==> src/rtl/e3_ovh_pkg.sv <==
package e3_ovh_pkg;
  localparam logic [7:0] MA_RST  = 8'h10;
  localparam logic [7:0] NR_RST  = 8'h00;
  localparam logic [7:0] TT0_RST = 8'h80;

  // strobes from control to datapath
  typedef struct packed {
    logic ttWr;
    logic maWr;
    logic nrWr;
    logic ctlWr;
    logic load;
  } ovhStrobe_t;
endpackage

==> src/rtl/e3_ovh_ctrl.sv <==
module e3_ovh_ctrl
  import e3_ovh_pkg::*;
#(
  parameter int TT_LEN = 16,
  parameter int ADDR_W = 5,
  parameter int IDX_W  = 4
) (
  input  logic              clk,
  input  logic              rst,
  input  logic              cfgWrEn,
  input  logic [ADDR_W-1:0] cfgAddr,
  input  logic              frameStart,
  input  logic              rxDefect,
  input  logic              rxBipErr,
  output ovhStrobe_t        strb,
  output logic [IDX_W-1:0]  sendIdx,
  output logic              ferfRx,
  output logic              febeRx
);
  localparam int MA_ADDR  = TT_LEN;
  localparam int NR_ADDR  = TT_LEN + 1;
  localparam int CTL_ADDR = TT_LEN + 2;
  localparam logic [IDX_W-1:0] LAST_IDX = IDX_W'(TT_LEN - 1);

  logic bipSeen;

  always_comb begin
    strb.ttWr  = cfgWrEn && (cfgAddr < ADDR_W'(TT_LEN));
    strb.maWr  = cfgWrEn && (cfgAddr == ADDR_W'(MA_ADDR));
    strb.nrWr  = cfgWrEn && (cfgAddr == ADDR_W'(NR_ADDR));
    strb.ctlWr = cfgWrEn && (cfgAddr == ADDR_W'(CTL_ADDR));
    strb.load  = frameStart;
  end

  always_ff @(posedge clk) begin
    if (rst)
      sendIdx <= '0;
    else if (frameStart)
      sendIdx <= (sendIdx == LAST_IDX) ? '0 : sendIdx + 1'b1;
  end

  // error seen since the last frame start
  always_ff @(posedge clk) begin
    if (rst)
      bipSeen <= 1'b0;
    else if (frameStart)
      bipSeen <= 1'b0;
    else if (rxBipErr)
      bipSeen <= 1'b1;
  end

  assign febeRx = bipSeen | rxBipErr;
  assign ferfRx = rxDefect;

  AST_IDX_WRAP: assert property (@(posedge clk) disable iff (rst)
    frameStart && sendIdx == LAST_IDX |=> sendIdx == '0);
  AST_IDX_STEP: assert property (@(posedge clk) disable iff (rst)
    frameStart && sendIdx != LAST_IDX |=> sendIdx == $past(sendIdx) + 1'b1);
  AST_IDX_HOLD: assert property (@(posedge clk) disable iff (rst)
    !frameStart |=> $stable(sendIdx));
  AST_ONE_TARGET: assert property (@(posedge clk) disable iff (rst)
    $onehot0({strb.ttWr, strb.maWr, strb.nrWr, strb.ctlWr}));
endmodule

==> src/rtl/e3_ovh_dp.sv <==
module e3_ovh_dp
  import e3_ovh_pkg::*;
#(
  parameter int TT_LEN = 16,
  parameter int IDX_W  = 4
) (
  input  logic             clk,
  input  logic             rst,
  input  ovhStrobe_t       strb,
  input  logic [IDX_W-1:0] wrIdx,
  input  logic [7:0]       cfgWrData,
  input  logic [IDX_W-1:0] sendIdx,
  input  logic             ferfRx,
  input  logic             febeRx,
  input  logic [7:0]       dlOctet,
  output logic [7:0]       outMa,
  output logic [7:0]       outNr,
  output logic [7:0]       outTr
);
  logic [7:0] ttTab [TT_LEN];
  logic [7:0] maReg;
  logic [7:0] nrReg;
  logic [2:0] ctlReg;
  logic       maFromRx;
  logic       dlInNr;

  for (genvar g = 0; g < TT_LEN; g++) begin : gTt
    localparam logic [7:0] RST_VAL = (g == 0) ? TT0_RST : 8'h00;
    always_ff @(posedge clk) begin
      if (rst)
        ttTab[g] <= RST_VAL;
      else if (strb.ttWr && wrIdx == IDX_W'(g))
        ttTab[g] <= cfgWrData;
    end
  end

  always_ff @(posedge clk) begin
    if (rst) begin
      maReg  <= MA_RST;
      nrReg  <= NR_RST;
      ctlReg <= '0;
    end else begin
      if (strb.maWr)  maReg  <= cfgWrData;
      if (strb.nrWr)  nrReg  <= cfgWrData;
      if (strb.ctlWr) ctlReg <= cfgWrData[2:0];
    end
  end

  assign maFromRx = ctlReg[0];
  assign dlInNr   = ctlReg[1] & ctlReg[2];

  always_ff @(posedge clk) begin
    if (rst) begin
      outMa <= MA_RST;
      outNr <= NR_RST;
      outTr <= TT0_RST;
    end else if (strb.load) begin
      outMa <= maFromRx ? {ferfRx, febeRx, maReg[5:0]} : maReg;
      outNr <= dlInNr ? dlOctet : nrReg;
      outTr <= ttTab[sendIdx];
    end
  end

  AST_OUT_HOLD: assert property (@(posedge clk) disable iff (rst)
    !strb.load |=> $stable(outMa) && $stable(outNr) && $stable(outTr));
  AST_MA_SW: assert property (@(posedge clk) disable iff (rst)
    strb.load && !maFromRx |=> outMa == $past(maReg));
  AST_FERF_RX: assert property (@(posedge clk) disable iff (rst)
    strb.load && maFromRx |=> outMa[7] == $past(ferfRx));
  AST_FEBE_RX: assert property (@(posedge clk) disable iff (rst)
    strb.load && maFromRx && febeRx |=> outMa[6]);
  AST_NR_DL: assert property (@(posedge clk) disable iff (rst)
    strb.load && dlInNr |=> outNr == $past(dlOctet));
endmodule

==> src/rtl/e3_ovh_gen.sv <==
module e3_ovh_gen
  import e3_ovh_pkg::*;
#(
  parameter int TT_LEN = 16,
  localparam int ADDR_W = $clog2(TT_LEN + 3),
  localparam int IDX_W  = $clog2(TT_LEN)
) (
  input  logic              clk,
  input  logic              rst,
  input  logic              cfgWrEn,
  input  logic [ADDR_W-1:0] cfgAddr,
  input  logic [7:0]        cfgWrData,
  input  logic              frameStart,
  input  logic              rxDefect,
  input  logic              rxBipErr,
  input  logic [7:0]        dlOctet,
  output logic [7:0]        outMa,
  output logic [7:0]        outNr,
  output logic [7:0]        outTr
);
  ovhStrobe_t       strb;
  logic [IDX_W-1:0] sendIdx;
  logic             ferfRx;
  logic             febeRx;

  e3_ovh_ctrl #(.TT_LEN(TT_LEN), .ADDR_W(ADDR_W), .IDX_W(IDX_W)) uCtrl (
    .clk(clk), .rst(rst), .cfgWrEn(cfgWrEn), .cfgAddr(cfgAddr),
    .frameStart(frameStart), .rxDefect(rxDefect), .rxBipErr(rxBipErr),
    .strb(strb), .sendIdx(sendIdx), .ferfRx(ferfRx), .febeRx(febeRx)
  );

  e3_ovh_dp #(.TT_LEN(TT_LEN), .IDX_W(IDX_W)) uDp (
    .clk(clk), .rst(rst), .strb(strb), .wrIdx(cfgAddr[IDX_W-1:0]),
    .cfgWrData(cfgWrData), .sendIdx(sendIdx), .ferfRx(ferfRx),
    .febeRx(febeRx), .dlOctet(dlOctet),
    .outMa(outMa), .outNr(outNr), .outTr(outTr)
  );
endmodule

==> config.mk <==
export PLATFORM = sky130hd
export DESIGN_NAME = e3_ovh_gen
export DESIGN_NICKNAME = d
export VERILOG_FILES = /design/src/rtl/e3_ovh_pkg.sv /design/src/rtl/e3_ovh_ctrl.sv /design/src/rtl/e3_ovh_dp.sv /design/src/rtl/e3_ovh_gen.sv
export SDC_FILE = /design/constraint.sdc
export NUM_CORES = 1
export LEC_CHECK = 0
export BUFFER_PORTS_ARGS = -buffer_cell sky130_fd_sc_hd__buf_2
export CAP_MARGIN = 5
export CORE_ASPECT_RATIO = 0.5
export CORE_MARGIN = 5
export CORE_UTILIZATION = 65
export CTS_CLUSTER_DIAMETER = 50
export DETAILED_ROUTE_END_ITERATION = 12
export PLACE_DENSITY = 0.83
export SLEW_MARGIN = 30
export SYNTH_ARGS = -nofsm -noshare
export SYNTH_HDL_FRONTEND = slang
export SYNTH_SLANG_ARGS = --single-unit
==> constraint.sdc <==
create_clock -name clk -period 4.5 [get_ports clk]
set_input_delay 0.225 -clock clk [delete_from_list [all_inputs] [get_ports clk]]
set_output_delay 0.225 -clock clk [all_outputs]
set_load 0.01 [all_outputs]
==> impl_metrics.tcl <==
set metrics [dict create \
    yosysUniqueCellTypes 44 \
    required_ns 4.82 \
    cts_setup_buffers 0 \
    cts_hold_repair.buffers 0 \
    synth_cells 630 \
    p_per_area_nw_per_um2 402.4 \
    final_cell_mix "and2_1 (130), edfxtp_1 (128), nor2_1 (71)" \
    syn_nets 658 \
    maxSlewViolCount 0 \
    multi_input_area_um2 2935 \
    area_growth_pct 10.45 \
    die-height_um 88.39 \
    drt_iter0_markers 646 \
    ys_seq_area_share_pct 60.15 \
    grt_util_all_layers_pct 27.73 \
    period_needed_ns 2.308 \
    postRouteWirelength_um 19350 \
    die-area_um2 14740 \
    syn-cell-area_um2 7988 \
    viasPerCell 6.214 \
    final-setup-viol-count 0 \
    worstPathMaxFanout 15 \
    finClkSkew_ns 0.008612 \
    synth.area.top_cells "edfxtp_1 (48%), dfxtp_1 (12%), and2_1 (10%), mux2i_1 (5.1%), mux4_2 (4.5%)" \
    outcome "complete, no violations" \
    design_area_um2 8822 \
    dp_hpwl_um 12730 \
    drive_gt1_share_pct 16.84 \
    place_area_um2 8238 \
    hold_viol_final 0 \
    ctsRootBufferMaster "clkbuf_16" \
    clock-sinks 176 \
    coreArea_um2 11910 \
    fin_tns_setup_ns 0 \
    post-place-ws_ns 2.001 \
    grt_pass1_wl_um 30440 \
    critPathCaptureType "flop" \
    clock_latency_ns 0.43 \
    crit_arrival_ns 2.63 \
    worst_ir_drop_vdd_v 0.0002631 \
    n_fill_cell 800 \
    yosysTopAreaCell "edfxtp_1" \
    ys_ff_latch 176 \
    start_util_pct 67.06 \
    hold_class "primary input to flop" \
    rows 28 \
    drc 0 \
    clk_pin_slew_ns 0.07 \
    rsz0062_at_grt "no" \
    grt_max_degree 57 \
    utilization_pct 74.07 \
    cts_max_level 4 \
    die_width_um 166.8 \
    ant_nets 0 \
    postSynthAreaPerCell_um2 12.68 \
    cts_resized 0 \
    tritoncts "yes" \
    antenna_cells 0 \
    overflow 0 \
    worst_slew_pin_slew_ns 0.8292 \
    synth_edf_count 128 \
    min_period_over_period_pct 51.29 \
    start_kind "flop" \
    vias 5232 \
    routedWlPerCell_um 22.98 \
    io_buffer_count 50 \
    final_common_cell "and2_1" \
    ys.flop_type "edfxtp_1" \
    maxCapViolCount 0 \
    cts_buffers 17 \
    p_leak_uw 0.003287 \
    holdWs_ns 0.08510 \
    async_flop_share_pct 0 \
    synth_top_area_share_pct 48.12 \
    nets 692 \
    cts_buffer_depth 2 \
    synth_warnings 0 \
    io_pins 51 \
    dr.pass1.iters 5 \
    antenna_found_initial 0 \
    setup_slack_ns 2.192 \
    regArea_um2 4806 \
    place_congestion 0.8691 \
    slew_headroom_pct 44.61 \
    grt_pass1_vias 5245 \
    max_freq_mhz 433.2 \
    crit_type "flop to flop" \
]
[synthesized netlist by cell type (9+ instances only)]
cell type and n:
a21oi_1 21, nand2_1 24, mux4_2 16, edfxtp_1 128
nor2_1 71, nand3_1 23, dfxtp_1 48, a21o_1 9
nand2b_1 10, mux2i_1 41, and2_1 130, clkbuf_1 23
[routing by layer]
metal	wire length, um	part of all wire, %	up-vias	track usage, %
met5	0	0	-	0
met4	430	2.2	0	9.503
met3	1928	10	40	8.121
met2	8979	46	311	45.08
met1	8008	41	2547	36.82
li1	-	-	2334	-
[registers in the layout, indices dropped and copies added, names as in the netlist]
register and flops:
uDp.ttTab 128, uCtrl.bipSeen 1, uCtrl.sendIdx 4, uDp.outTr 8
uDp.nrReg 8, uDp.outNr 8, uDp.outMa 8, uDp.ctlReg 3
uDp.maReg 8
[through the flow]
stage          power, uW  cells
2_1_floorplan       2040    630
3_3_place_gp        2125    810
3_5_place_dp        2134    810
4_1_cts             3549    842
5_1_grt             3652    842
6_report            3550    842
[power by group]
group,internal (uW),switching (uW)
clock,800,644
sequential,1820,42.9
combinational,95.2,152
[layout make-up]
class / instances / area share (%)
Tap cell: 165 / 2.340
Clock inverter: 11 / 1.021
Timing Repair Buffer: 55 / 3.262
Multi-Input combinational cell: 413 / 33.27
Inverter: 1 / 0.04255
Sequential cell: 176 / 54.47
Clock buffer: 21 / 5.588
[critical path: stages, from the launching register on]
cell	delay, ns
dfxtp_1	0.82
buf_4	0.40
mux4_1	0.58
nand2b_1	0.10
o211ai_1	0.10
o21a_1	0.21
[cell families after synthesis]
family                   count (synthesis)  share of synthesized area [%]
AO/OA/AOI/OAI                           65                          5.639
XOR/XNOR                                 1                         0.1097
adder cells (fa/ha/maj)                  1                         0.1566
buffers and inverters                   41                          3.101
flip-flops                             176                          60.15
multiplexers                            69                          12.28
AND/OR/NAND/NOR                        277                          18.56
[final timing paths]
check | startpoint | to | slack, ns | cells after the start
setup reg to reg | uCtrl.sendIdx[0] | uDp.outTr[2] | 2.19 | 5
setup / recovery | uCtrl.sendIdx[0] | uDp.outTr[2] | 2.19 | 5
hold reg to reg | uDp.outMa[4] | uDp.outMa[4] | 0.46 | 1
hold / removal | dlOctet[6] | uDp.outNr[6] | 0.09 | 3
Power figures use the tool's default switching activity.
